--- src/rtl/msi_cap_pkg.sv ---
// Shared constants and types for the vector capture controller.
package msi_cap_pkg;
    localparam int MAX_VEC = 32;
    localparam int DATA_W  = 32;
    localparam int CSR_AW  = 4;
    localparam int SLOT_W  = $clog2(MAX_VEC);
    localparam int VW_AW   = SLOT_W + 2;

    // Error register bit positions.
    localparam int ERR_RANGE = 0;
    localparam int ERR_DATA  = 1;
    localparam int ERR_W     = 2;

    // Control register select, taken from cs_addr[3:2].
    typedef enum logic [1:0] {
        SEL_STATUS = 2'd0,
        SEL_ERROR  = 2'd1,
        SEL_MASK   = 2'd2,
        SEL_RSVD   = 2'd3
    } csr_sel_e;
endpackage

--- src/rtl/msi_vec_port.sv ---
// Vector window decoder.
// Turns writes into per-vector set strobes and error strobes, and turns
// reads into per-vector clear strobes one cycle later.
// Assumes word-aligned accesses; the low two address bits are ignored.
module msi_vec_port
    import msi_cap_pkg::*;
#(
    parameter int NUM_VEC = 32
) (
    input  logic               clk,
    input  logic               rst_n,
    input  logic               valid,
    input  logic               write,
    input  logic [VW_AW-1:0]   addr,
    input  logic [DATA_W-1:0]  wdata,
    output logic               ready,
    output logic               rvalid,
    output logic [DATA_W-1:0]  rdata,
    output logic [NUM_VEC-1:0] set_vec,
    output logic [NUM_VEC-1:0] clr_vec,
    output logic [ERR_W-1:0]   err_set
);
    logic [SLOT_W-1:0] slot;
    logic              in_range;
    logic              data_ok;
    logic              wr_acc;
    logic              rd_acc;
    logic              rd_q;
    logic [SLOT_W-1:0] rd_slot_q;
    logic              unused_addr;

    assign ready       = 1'b1;
    assign slot        = addr[VW_AW-1:2];
    assign unused_addr = ^addr[1:0];
    assign in_range    = 32'(slot) < 32'(NUM_VEC);
    assign data_ok     = wdata == 32'(slot);
    assign wr_acc      = valid && write;
    assign rd_acc      = valid && !write;

    // Error strobes: a range fault takes precedence over a data fault.
    assign err_set[ERR_RANGE] = wr_acc && !in_range;
    assign err_set[ERR_DATA]  = wr_acc && in_range && !data_ok;

    // Register accepted reads; the clear and the read data come out one cycle later.
    always_ff @(posedge clk) begin
        if (!rst_n) begin
            rd_q      <= 1'b0;
            rd_slot_q <= '0;
        end else begin
            rd_q      <= rd_acc;
            rd_slot_q <= slot;
        end
    end

    assign rvalid = rd_q;
    assign rdata  = '0;

    // One set and one clear decoder per vector.
    for (genvar i = 0; i < NUM_VEC; i++) begin : g_dec
        localparam logic [SLOT_W-1:0] IDX = SLOT_W'(i);
        assign set_vec[i] = wr_acc && data_ok && (slot == IDX);
        assign clr_vec[i] = rd_q && (rd_slot_q == IDX);
    end
endmodule

--- src/rtl/msi_csr_port.sv ---
// Control/status port.
// Holds the enable mask and the error register, and returns read data one
// cycle after a read is accepted. Assumes word-aligned accesses.
module msi_csr_port
    import msi_cap_pkg::*;
#(
    parameter int NUM_VEC = 32
) (
    input  logic               clk,
    input  logic               rst_n,
    input  logic               valid,
    input  logic               write,
    input  logic [CSR_AW-1:0]  addr,
    input  logic [DATA_W-1:0]  wdata,
    output logic               ready,
    output logic               rvalid,
    output logic [DATA_W-1:0]  rdata,
    input  logic [ERR_W-1:0]   err_set,
    input  logic [NUM_VEC-1:0] pend,
    output logic [NUM_VEC-1:0] mask_q,
    output logic [NUM_VEC-1:0] mask_d,
    output logic [ERR_W-1:0]   err_q
);
    csr_sel_e          sel;
    logic              wr_acc;
    logic              rd_acc;
    logic [ERR_W-1:0]  err_clr;
    logic [DATA_W-1:0] rd_mux;
    logic              rvalid_q;
    logic [DATA_W-1:0] rdata_q;
    logic              unused_bits;

    assign ready       = 1'b1;
    assign sel         = csr_sel_e'(addr[3:2]);
    assign unused_bits = ^{addr[1:0], wdata};
    assign wr_acc      = valid && write;
    assign rd_acc      = valid && !write;

    // Next mask value; the pending array needs it in the same cycle.
    always_comb begin
        mask_d = mask_q;
        if (wr_acc && sel == SEL_MASK) mask_d = wdata[NUM_VEC-1:0];
    end

    // Write-one-to-clear request for the error register.
    always_comb begin
        err_clr = '0;
        if (wr_acc && sel == SEL_ERROR) err_clr = wdata[ERR_W-1:0];
    end

    // Mask and error state; a new error beats a simultaneous clear.
    always_ff @(posedge clk) begin
        if (!rst_n) begin
            mask_q <= '0;
            err_q  <= '0;
        end else begin
            mask_q <= mask_d;
            err_q  <= (err_q & ~err_clr) | err_set;
        end
    end

    // Read multiplexer over the current register values.
    always_comb begin
        unique case (sel)
            SEL_STATUS: rd_mux = 32'(pend);
            SEL_ERROR:  rd_mux = 32'(err_q);
            SEL_MASK:   rd_mux = 32'(mask_q);
            default:    rd_mux = '0;
        endcase
    end

    // Read return stage, fixed one-cycle latency.
    always_ff @(posedge clk) begin
        if (!rst_n) begin
            rvalid_q <= 1'b0;
            rdata_q  <= '0;
        end else begin
            rvalid_q <= rd_acc;
            rdata_q  <= rd_acc ? rd_mux : '0;
        end
    end

    assign rvalid = rvalid_q;
    assign rdata  = rdata_q;
endmodule

--- src/rtl/msi_pend_array.sv ---
// Pending flag array.
// Holds one flag per vector. A disabled vector is held clear; for an
// enabled vector, a set beats a clear. Uses the next mask value so that a
// flag never outlives its enable.
module msi_pend_array #(
    parameter int NUM_VEC = 32
) (
    input  logic               clk,
    input  logic               rst_n,
    input  logic [NUM_VEC-1:0] set_vec,
    input  logic [NUM_VEC-1:0] clr_vec,
    input  logic [NUM_VEC-1:0] mask_d,
    output logic [NUM_VEC-1:0] pend,
    output logic               irq
);
    for (genvar i = 0; i < NUM_VEC; i++) begin : g_flag
        // Per-vector flag update with mask > set > clear priority.
        always_ff @(posedge clk) begin
            if (!rst_n)            pend[i] <= 1'b0;
            else if (!mask_d[i])   pend[i] <= 1'b0;
            else if (set_vec[i])   pend[i] <= 1'b1;
            else if (clr_vec[i])   pend[i] <= 1'b0;
        end
    end

    assign irq = |pend;
endmodule

--- src/rtl/msi_capture_ctrl.sv ---
// Vector capture controller top.
// Joins the vector window decoder, the control port and the pending array.
// Assumes at most one request per port per cycle, and NUM_VEC between 1 and 32.
module msi_capture_ctrl
    import msi_cap_pkg::*;
#(
    parameter int NUM_VEC = 32
) (
    input  logic              clk,
    input  logic              rst_n,
    input  logic              vw_valid,
    output logic              vw_ready,
    input  logic              vw_write,
    input  logic [VW_AW-1:0]  vw_addr,
    input  logic [DATA_W-1:0] vw_wdata,
    output logic              vw_rvalid,
    output logic [DATA_W-1:0] vw_rdata,
    input  logic              cs_valid,
    output logic              cs_ready,
    input  logic              cs_write,
    input  logic [CSR_AW-1:0] cs_addr,
    input  logic [DATA_W-1:0] cs_wdata,
    output logic              cs_rvalid,
    output logic [DATA_W-1:0] cs_rdata,
    output logic              irq_o
);
    logic [NUM_VEC-1:0] set_vec;
    logic [NUM_VEC-1:0] clr_vec;
    logic [ERR_W-1:0]   err_set;
    logic [NUM_VEC-1:0] pend_q;
    logic [NUM_VEC-1:0] mask_q;
    logic [NUM_VEC-1:0] mask_d;
    logic [ERR_W-1:0]   err_q;

    msi_vec_port #(.NUM_VEC(NUM_VEC)) u_vec (
        .clk(clk), .rst_n(rst_n),
        .valid(vw_valid), .write(vw_write), .addr(vw_addr), .wdata(vw_wdata),
        .ready(vw_ready), .rvalid(vw_rvalid), .rdata(vw_rdata),
        .set_vec(set_vec), .clr_vec(clr_vec), .err_set(err_set)
    );

    msi_csr_port #(.NUM_VEC(NUM_VEC)) u_csr (
        .clk(clk), .rst_n(rst_n),
        .valid(cs_valid), .write(cs_write), .addr(cs_addr), .wdata(cs_wdata),
        .ready(cs_ready), .rvalid(cs_rvalid), .rdata(cs_rdata),
        .err_set(err_set), .pend(pend_q),
        .mask_q(mask_q), .mask_d(mask_d), .err_q(err_q)
    );

    msi_pend_array #(.NUM_VEC(NUM_VEC)) u_pend (
        .clk(clk), .rst_n(rst_n),
        .set_vec(set_vec), .clr_vec(clr_vec), .mask_d(mask_d),
        .pend(pend_q), .irq(irq_o)
    );
endmodule

--- config.mk ---
export PLATFORM = sky130hd
export DESIGN_NAME = msi_capture_ctrl
export DESIGN_NICKNAME = d
export VERILOG_FILES = /design/src/rtl/msi_cap_pkg.sv /design/src/rtl/msi_vec_port.sv /design/src/rtl/msi_csr_port.sv /design/src/rtl/msi_pend_array.sv /design/src/rtl/msi_capture_ctrl.sv
export SDC_FILE = /design/constraint.sdc
export NUM_CORES = 1
export LEC_CHECK = 0
export CAP_MARGIN = 20
export CORE_MARGIN = 1.5
export CORE_UTILIZATION = 35
export DETAILED_ROUTE_END_ITERATION = 7
export GPL_TIMING_DRIVEN = 0
export PLACE_DENSITY = 0.65
export RECOVER_POWER = 50
export SKIP_LAST_GASP = 1
export SLEW_MARGIN = 20
export SYNTH_ARGS = -nofsm -noshare
export SYNTH_HDL_FRONTEND = slang
export SYNTH_SLANG_ARGS = --single-unit
--- constraint.sdc ---
create_clock -name clk -period 1.91 [get_ports clk]
set_input_delay 0.191 -clock clk [delete_from_list [all_inputs] [get_ports clk]]
set_output_delay 0.191 -clock clk [all_outputs]
set_load 0.01 [all_outputs]
; ---- Word-level counts from Yosys, hierarchy flattened
; Cells that the tools add are included.
[totals]
ramBits = 0
memories = 0
latchBits = 0
register_bits = 105
out_inout_bits = 69
rom_bits = 0
word_cells = 317
inputBits = 81
[op_classes]
div = 0
reduce_logical = 144
order_cmp = 0
bitwise = 3
eq_ne = 65
mul = 0
shifts = 0
muxes = 67
addsub = 0
[op_table]
columns = operator, count
row1 = "equality test 5 bit, second input constant", 32
row2 = case mux 32 bit (3 select lines), 1
row3 = "equality test 5 x 4 -> 1 bit, second input constant", 16
row4 = logical AND 1 bit, 72
row5 = AND reduction 2 bit, 33
row6 = 2-to-1 mux 1 bit, 64
row7 = nonzero test 2 bit, 32
row8 = "equality test 5 x 3 -> 1 bit, second input constant", 8
row9 = equality test 32 x 5 -> 1 bit, 1
row10 = 2-to-1 mux 32 bit, 1
row11 = OR reduction 32 bit, 1
row12 = "equality test 5 x 2 -> 1 bit, second input constant", 4
row13 = "equality test 5 x 1 -> 1 bit, second input constant", 2
row14 = logical NOT 5 bit, 2
row15 = logical NOT 1 bit, 3
row16 = bitwise AND 2 bit, 1
row17 = "equality test 2 x 1 -> 1 bit, second input constant", 1
row18 = "equality test 2 bit, second input constant", 1
row19 = logical NOT 2 bit, 1
row20 = 2-to-1 mux 2 bit, 1
row21 = NOT 2 bit, 1
row22 = OR 2 bit, 1

; ---- Logic depth before layout (Yosys ltp)
; Gate-level depths: netlist of the first run.
[depth]
word_depth = 6
ltp_mapped = 6

; ---- Hierarchy
; A second synthesis of the first run with hierarchy kept.
[hier_totals]
cells_unflattened = 611
area_unflattened_um2 = 5625.4
[modules_own_cells]
columns = mod, cells_per_inst, area_each_um2, seq_area_each_um2, instances
row1 = msi_csr_port, 225, 2655.0, 1341.3, 1
row2 = msi_vec_port, 212, 1719.1, 120.1, 1
row3 = msi_pend_array, 174, 1251.2, 640.6, 1

; ---- Worst setup path before layout of the first run
; OpenSTA, ideal clock, no wires.
[synth_path]
path_type = input to register
from = in vw_addr[2]
to = reg u_pend.pend[26]
required_ns = 1.822
cell_stages = 5
setup_time_ns = 0.088
path_slack_ns = 0.415
path_buffers = 1
arrival_time_ns = 1.407
path_cell_list = buf_6 > xor2_1 > nor4_4 > nand4_1 > o31ai_1
[synth_via]
elab_chain_len = 4
elab_cells_between_ends = 6
[synth_lines]
columns = element, line
row1 = start: declaration, msi_capture_ctrl.sv:14  ; input logic [VW_AW-1:0] vw_addr,
row2 = equality test 32 x 5 -> 1 bit, msi_vec_port.sv:36  ; assign data_ok = wdata == 32'(slot);
row3 = logical AND 1 bit, msi_vec_port.sv:61  ; assign set_vec[i] = wr_acc && data_ok && (slot == IDX);
row4 = logical AND 1 bit (*), msi_vec_port.sv:61
row5 = 2-to-1 mux 1 bit or nonzero test 2 bit (tied branches), n/a
row6 = end signal: indexed assignment, msi_pend_array.sv:20  ; else if (!mask_d[i]) pend[i] <= 1'b0;
row7 = end signal: indexed assignment, msi_pend_array.sv:21  ; else if (set_vec[i]) pend[i] <= 1'b1;
row8 = end signal: indexed assignment, msi_pend_array.sv:22  ; else if (clr_vec[i]) pend[i] <= 1'b0;
row9 = end: declaration, msi_pend_array.sv:13  ; output logic [NUM_VEC-1:0] pend,
; Every way passes the cells marked *; elsewhere a longest branch is shown, timed or not.
; A chain may end at the register's enable or synchronous reset.

; ---- Worst setup path after layout of the first run
[layout_path]
from = reg u_pend.pend[12]
to = out irq_o
[layout_via]
elab_chain_len = 1
[layout_lines]
columns = element, line
row1 = start signal: indexed assignment, msi_pend_array.sv:19  ; if (!rst_n) pend[i] <= 1'b0;
row2 = start signal: indexed assignment, msi_pend_array.sv:20
row3 = start signal: indexed assignment, msi_pend_array.sv:21
row4 = OR reduction 32 bit, msi_pend_array.sv:26  ; assign irq = |pend;
row5 = end: declaration, msi_capture_ctrl.sv:25  ; output logic irq_o
; Every way passes these cells.

==> results.md, run 1 <==
* Status: complete, but fails checks
* Violated checks: setup timing
* Buffers on Ports at around 110
* Fin nets at a little over 700
* Pwr dens at 712.1 mW/mm²
* Critical path class: reg2out
* Maximum vdd drop at about 0.44 mV
* R2r startpoint: u_vec.rvalid
* Initial antenna violation count at 0
* CP Data Arrival Time at 1.80 ns
* Most frequent cells in the layout: dfxtp_1 (104), clkdlybuf4s50_1 (72), mux2i_1 (59)
* Initial drt markers at ~290
* Placed cell area at 0.006067 mm²
* Hold Crit Class: in2reg
* Setup ws final at -0.08145 ns
* Ant. Diodes at 0
* Ratio of cells with drive above 1 in the final layout at 0.1213
* Flop pwr share at 0.483
* FF-to-FF setup slack at approximately 0.23 ns
* Final Hold Viols at 0
* Syn Area/Cell at 9.770 µm²
* Comb power frac at 0.106
* Via Count at 3964
* Crit path launch: u_pend.pend[12]
* Clock Pin Slew Worst Setup and Hold Paths at 0.07 ns
* H-Tree Depth at 3
* Met2 WL at 6229 µm
* Core area at 0.01277 mm²
* Setup violations, final at 1
* GRT Resource Usage Total at 0.1946
* Sink Count at 105
* Slew Limit Headroom at 0.3988
* Routed len/inst at 16.75 µm
* Hold Slack at approximately 0.094 ns
* Net Sw Frac at 0.2275
* Uppermost layer routed: met4
* Drt total wl at 13520 µm
* DRT Pass-1 Iters at 5
* CP Data Required Time at 1.72 ns
* Count of cell types in the netlist at 34
* CP endpoint kind: output port
* CTS tree: yes
* Post-DR vias/cell at 4.912
* Worst r2r path cells at 4
* Startpoint types: flop
* Hold path cells at 2
* Initial core utilization at 0.3633
* Detailed placer's ending HPWL at 10140 µm
* Clk_skew at roughly 0.0084 ns
* Cells after Synth at around 480
* R2R Path End: u_pend.pend[16]
* P_sw at 1052 µW
* Mapped cell area at 0.004641 mm²
* GPL Wtd Cong at 0.9210
* Die ar. at between 0.01 and 0.015 mm²
* Num rows at 41
* Clock power share at 0.411
* Period Utilization, post-route at 1.043
* Largest net degree at the start of global routing at 17
* #FFs+latches synth at 105
* Commonest non-fill, non-tap cell in the layout: dfxtp_1
* Die Ht at 118.2 µm
* Yosys warns at 0
* Seq/Total Area, Yosys at 0.4530
* Root buf cell: clkbuf_16
* P&R area growth vs syn at 39.90%
* First-pass GRT wire length at between 20000 and 25000 µm
* Cts hold-fix bufs at 0
* Post-layout minimum cycle time at 1.991 ns
* Max Clock Freq at 502.1 MHz
* Worst Hold End: u_vec.rd_slot_q[0]
* Worst-path fanout max at 3
* Worst Max-Slew Pin Slew at 0.8985 ns
* Worst hold start: vw_addr[2]
* Num ports at 150
* Wire length on met3 at 812 µm
* Internal at 3571 µW
* Max Root-Sink Buffers at 2
* # Max-Cap Violations at 0
* Vias in the first global route at 3859
* Die width at 118.2 µm
* RSZ-0062 raised after global routing: true
* Metal1 wirelength at 6175 µm
* Skew-Pair Late Insertion Delay at 0.35 ns
* Leakage at 0.002746 µW
* DRC errors left at 0
* Max-slew violations at 0
* Design area at around 0.0065 mm²
* DRT antenna net count at 0
* TritonCTS buffer count at 9
* Grt ovf at 0
## metal layers
layer,track usage,up-vias
li1,-,1944
met1,0.2547,1854
met4,0.08384,0
met3,0.03378,16
met5,0,-
met2,0.3147,150
## worst max-delay path by stage
| stage | to | slack (ns) | cells after the start |
|---|---|---|---|
| after floorplan | u_pend.pend[26] | 0.42 | 5 |
| after global placement | u_pend.pend[18] | -0.52 | 5 |
| after detailed placement | u_pend.pend[18] | -0.55 | 5 |
| after CTS | u_pend.pend[8] | -0.11 | 5 |
| after global routing | irq_o | -0.13 | 4 |
| final | irq_o | -0.08 | 4 |
## sequential cells by signal, indices dropped and copies added (netlist names)
register and flops:
u_csr.mask_q 32, u_vec.rvalid 1, u_vec.rd_slot_q 5, u_pend.pend 32
u_csr.err_q 2, u_csr.rvalid 1, u_csr.rdata 32
## power by group through the flow
stage	logic [µW]	registers [µW]	clock network, µW
2_1_floorplan	248	2280	0
3_3_place_gp	478	2280	0
3_5_place_dp	483	2280	0
4_1_cts	486	2230	1930
5_1_grt	526	2230	2020
6_report	492	2230	1900
## stage by stage
stage | worst slack, ns | util | setup TNS [ns] | power, µW | cells
5_1_grt | -0.1255 | 0.5083 | -2.159 | 4777 | 807
2_1_floorplan | 0.4153 | - | 0 | 2525 | 507
3_3_place_gp | -0.5158 | 0.4750 | -16.58 | 2757 | 788
4_1_cts | -0.1061 | 0.5028 | -1.190 | 4644 | 806
6_report | -0.08145 | 0.5083 | -0.08145 | 4623 | 807
3_5_place_dp | -0.5504 | 0.4750 | -19.12 | 2764 | 788
## critical path, stage by stage, from the launching register on
cell and delay, ns:
dfxtp_1 0.35, nor4_4 0.36, nand4_1 0.12, or2_2 0.33, dlygate4sd2_1 0.29
## Yosys cell counts
| library cell | instances | area [µm²] |
|---|---|---|
| and4b_1 | 4 | 40.04 |
| nor2b_1 | 33 | 206.5 |
| nand3_1 | 4 | 20.02 |
| o21ai_0 | 1 | 5.000 |
| nand4_1 | 11 | 68.82 |
| or3_1 | 1 | 6.260 |
| clkbuf_1 | 12 | 45.04 |
| buf_1 | 9 | 33.78 |
| nand4b_1 | 32 | 280.3 |
| mux2_2 | 4 | 45.04 |
| nand2_1 | 37 | 138.9 |
| and4_1 | 3 | 26.28 |
| or2_2 | 2 | 12.51 |
| conb_1 | 2 | 7.510 |
| buf_4 | 34 | 255.2 |
| buf_2 | 3 | 15.01 |
| xnor2_1 | 1 | 8.760 |
| dfxtp_1 | 105 | 2102 |
| xor2_1 | 4 | 35.03 |
| nor4_4 | 1 | 21.27 |
| nand4b_2 | 2 | 30.03 |
| nor4b_1 | 1 | 8.760 |
| and3_1 | 2 | 12.51 |
| and2_1 | 10 | 62.56 |
| nor4bb_1 | 3 | 30.03 |
| o31ai_1 | 31 | 232.7 |
| buf_6 | 1 | 11.26 |
| nor2_1 | 39 | 146.4 |
| nor4_1 | 14 | 87.58 |
| mux2i_1 | 60 | 600.6 |
| nor3_1 | 1 | 5.000 |
| inv_1 | 4 | 15.01 |
| a21oi_1 | 3 | 15.01 |
| a32o_1 | 1 | 10.01 |
## area by class of cell
cell class	instances	area, µm²
Buffer	57	355.3
Clock buffer	12	256.5
Clock inverter	4	51.30
Fill cell	1174	6281
Inverter	4	15.01
Multi-Input combinational cell	339	2366
Sequential cell	105	2103
Tap cell	172	215.2
Timing Repair Buffer	114	1130
## cell families (layout without fill, tap and decap cells)
| group | Yosys count | after routing | share of synthesized area |
|---|---|---|---|
| and+or+nand+nor | 200 | 200 | 0.2594 |
| xor gates and xnor gates | 5 | 5 | 0.009436 |
| AOI/OAI and AO/OA | 36 | 36 | 0.05662 |
| muxes | 64 | 64 | 0.1391 |
| other | 2 | 34 | 0.001618 |
| buffers and inverters | 63 | 191 | 0.08088 |
| DFF | 105 | 105 | 0.4530 |
## timing repair
action,4_1_cts,5_1_grt
resized for setup,6,16
buffers inserted,2,3
setup endpoints to repair,32,34
gates cloned,0,0
pin swaps,4,6
No activity file was read; power rests on OpenSTA's default activity.
==> run 2: changes to the inputs <==
--- a/config.mk
+++ b/config.mk
@@ -10,6 +10,7 @@
 export CORE_UTILIZATION = 35
 export DETAILED_ROUTE_END_ITERATION = 7
 export GPL_TIMING_DRIVEN = 0
+export HOLD_SLACK_MARGIN = 0.05
 export PLACE_DENSITY = 0.65
 export RECOVER_POWER = 50
 export SKIP_LAST_GASP = 1
==> constraint.sdc (replaced) <==
create_clock -name clk -period 1.87 [get_ports clk]
set_input_delay 0.187 -clock clk [delete_from_list [all_inputs] [get_ports clk]]
set_output_delay 0.187 -clock clk [all_outputs]
set_load 0.01 [all_outputs]
==> results.md, run 2 (same netlist as run 1, synthesis figures left out) <==
* Status: complete, but fails checks
* Violated checks: setup timing
* Post-layout minimum cycle time at 1.889 ns
* Hold Crit Class: in2reg
* Leakage at 0.002709 µW
* Via Count at 4008
* Max stage delay on crit path at 0.36 ns
* Critical path class: reg2out
* Worst r2r path cells at 4
* Fin util at 0.5110
* Most frequent cells in the layout: dfxtp_1 (103), clkdlybuf4s50_1 (75), mux2i_1 (56)
* Footprint of the multi-input gates at ~0.0024 mm²
* Final Hold Viols at 0
* DRT Pass-1 Iters at 5
* Worst hold start: vw_addr[2]
* Skew-Pair Late Insertion Delay at approximately 0.35 ns
* Comb power frac at 0.107
* Fin nets at slightly above 700
* Post-route insts no fill at 809
* CP endpoint kind: output port
* Worst Max-Slew Pin Slew at 0.9256 ns
* Routed len/inst at 16.86 µm
* Ratio of cells with drive above 1 in the final layout at 0.1334
* CP max-delay cell: dfxtp_4
* P&R area growth vs syn at 40.66%
* Register area at 0.002107 mm²
* Die ar. at 0.01396 mm²
* TritonCTS buffer count at 9
* Setup violations, final at 1
* Max-slew violations at 0
* Startpoint types: flop
* Period Utilization, post-route at 1.010
* Num rows at 41
* Drt total wl at roughly 14000 µm
* R2R Path End: u_pend.pend[16]
* Clock Pin Slew Worst Setup and Hold Paths at 0.07 ns
* Max Clock Freq at 529.3 MHz
* Hold path cells at 2
* Internal at 3649 µW
* CTS tree: yes
* RSZ-0062 raised after global routing: true
* H-Tree Depth at 3
* Commonest non-fill, non-tap cell in the layout: dfxtp_1
* Core area at 0.01277 mm²
* Initial drt markers at roughly 270
* Detailed placer's ending HPWL at 10140 µm
* P_sw at about 1100 µW
* Net Sw Frac at 0.2279
* Post-Place Cells at roughly 790
* Worst-path fanout max at 3
* GRT Resource Usage Total at 0.1951
* CP Data Required Time at 1.68 ns
* Pwr dens at roughly 720 mW/mm²
* Flop pwr share at 0.482
* Clock power share at 0.411
* Initial antenna violation count at 0
* Root buf cell: clkbuf_16
* Slew Limit Headroom at 0.3807
* GPL Wtd Cong at 0.9210
* Maximum vdd drop at 0.4495 mV
* Worst Hold End: u_vec.rd_slot_q[0]
* Crit path cell chain: nor4_4, nand4_1, or2_4, clkdlybuf4s15_1
* Post-DR vias/cell at 4.954
* Vias in the first global route at 3882
* Ant. Diodes at 0
* Grt ovf at 0
* CP Data Arrival Time at 1.70 ns
* DRC errors left at 0
* TNS Setup at -0.01924 ns
* Sink Count at between 100 and 150
* Max Root-Sink Buffers at 2
* R2r startpoint: u_vec.rvalid
* DRT antenna net count at 0
* # Max-Cap Violations at 0
* First-pass GRT wire length at 20960 µm
* Clk_skew at around 0.0073 ns
* Buffers on Ports at roughly 110
* Cts hold-fix bufs at 0
* Die width at 118.2 µm
* Num ports at 150
* FF-to-FF setup slack at 0.23 ns
* Setup ws final at -0.01924 ns
* Die Ht at 118.2 µm
* Initial core utilization at 0.3633
* FILL cells at 1175
* Largest net degree at the start of global routing at 17
-- run 2: changes by cell type in the layout (fill, tap and decap cells not counted), sizes merged --
cell,before,now
dlygate4sd2,1,0
clkbuf,25,23
dlymetal6s2s,1,0
dlygate4sd3,35,33
buf,49,53
clkdlybuf4s50,72,75
clkdlybuf4s15,0,1
-- run 2: worst max path at each step --
stage	from	endpoint	slack (ns)	cells past startpoint
after floorplan	vw_addr[2]	u_pend.pend[26]	0.38	5
after global placement	vw_addr[6]	u_pend.pend[18]	-0.55	5
after detailed placement	vw_addr[4]	u_pend.pend[18]	-0.59	5
after CTS	u_pend.pend[7]	irq_o	-0.14	4
after global routing	vw_addr[4]	u_pend.pend[29]	-0.08	6
final	u_pend.pend[20]	irq_o	-0.02	4
-- run 2: metal layers --
metal | vias to the layer above | global-route usage | share of wire
met3 | 16 | 0.03378 | 0.067
met4 | 0 | 0.08308 | 0.023
met2 | 181 | 0.3172 | 0.46
met5 | - | 0 | 0
li1 | 1949 | - | -
met1 | 1862 | 0.2544 | 0.45
-- run 2: cell type report --
class                           count  area share
Buffer                             57     0.05520
Clock buffer                       12     0.03929
Clock inverter                      4    0.007859
Inverter                            4    0.002300
Multi-Input combinational cell    339      0.3644
Sequential cell                   105      0.3228
Tap cell                          172     0.03297
Timing Repair Buffer              116      0.1752
-- run 2: per-stage QoR --
stage	area (µm²)	total power [µW]	setup WS (ns)	hold WS, ns
after floorplan	4761	2579	0.3793	0.2585
after global placement	6067	2816	-0.5518	0.4192
after detailed placement	6067	2823	-0.5864	0.4326
after CTS	6461	4747	-0.1386	0.08998
after global routing	6528	4881	-0.08264	0.09550
final	6528	4726	-0.01924	0.09066
-- run 2: critical path, delay by kind of cell, from the launching register on --
family,cells,cell delay [ns]
DFF,1,0.36
buffers and inverters,1,0.23
and+or+nand+nor,3,0.76
-- run 2: repair_timing --
action / 4_1_cts / 5_1_grt
buffers inserted: 7 / 0
endpoints found under the setup margin: 32 / 43
pin swaps: 7 / 4
resized for setup: 7 / 23
-- run 2: power by group through the flow --
stage / Combinational [µW] / Clock, µW / Sequential, µW
final: 504 / 1940 / 2280
after floorplan: 254 / 0 / 2330
after detailed placement: 494 / 0 / 2330
after global placement: 488 / 0 / 2330
after CTS: 500 / 1970 / 2280
after global routing: 540 / 2060 / 2280
==> run 3: changes to the inputs <==
--- a/config.mk
+++ b/config.mk
@@ -8,6 +8,7 @@
 export CAP_MARGIN = 20
 export CORE_MARGIN = 1.5
 export CORE_UTILIZATION = 35
+export CTS_CLUSTER_SIZE = 30
 export DETAILED_ROUTE_END_ITERATION = 7
 export GPL_TIMING_DRIVEN = 0
 export HOLD_SLACK_MARGIN = 0.05
==> results of run 3 <==
No change in the layout: final DEF, timing and power equal those of run 2.
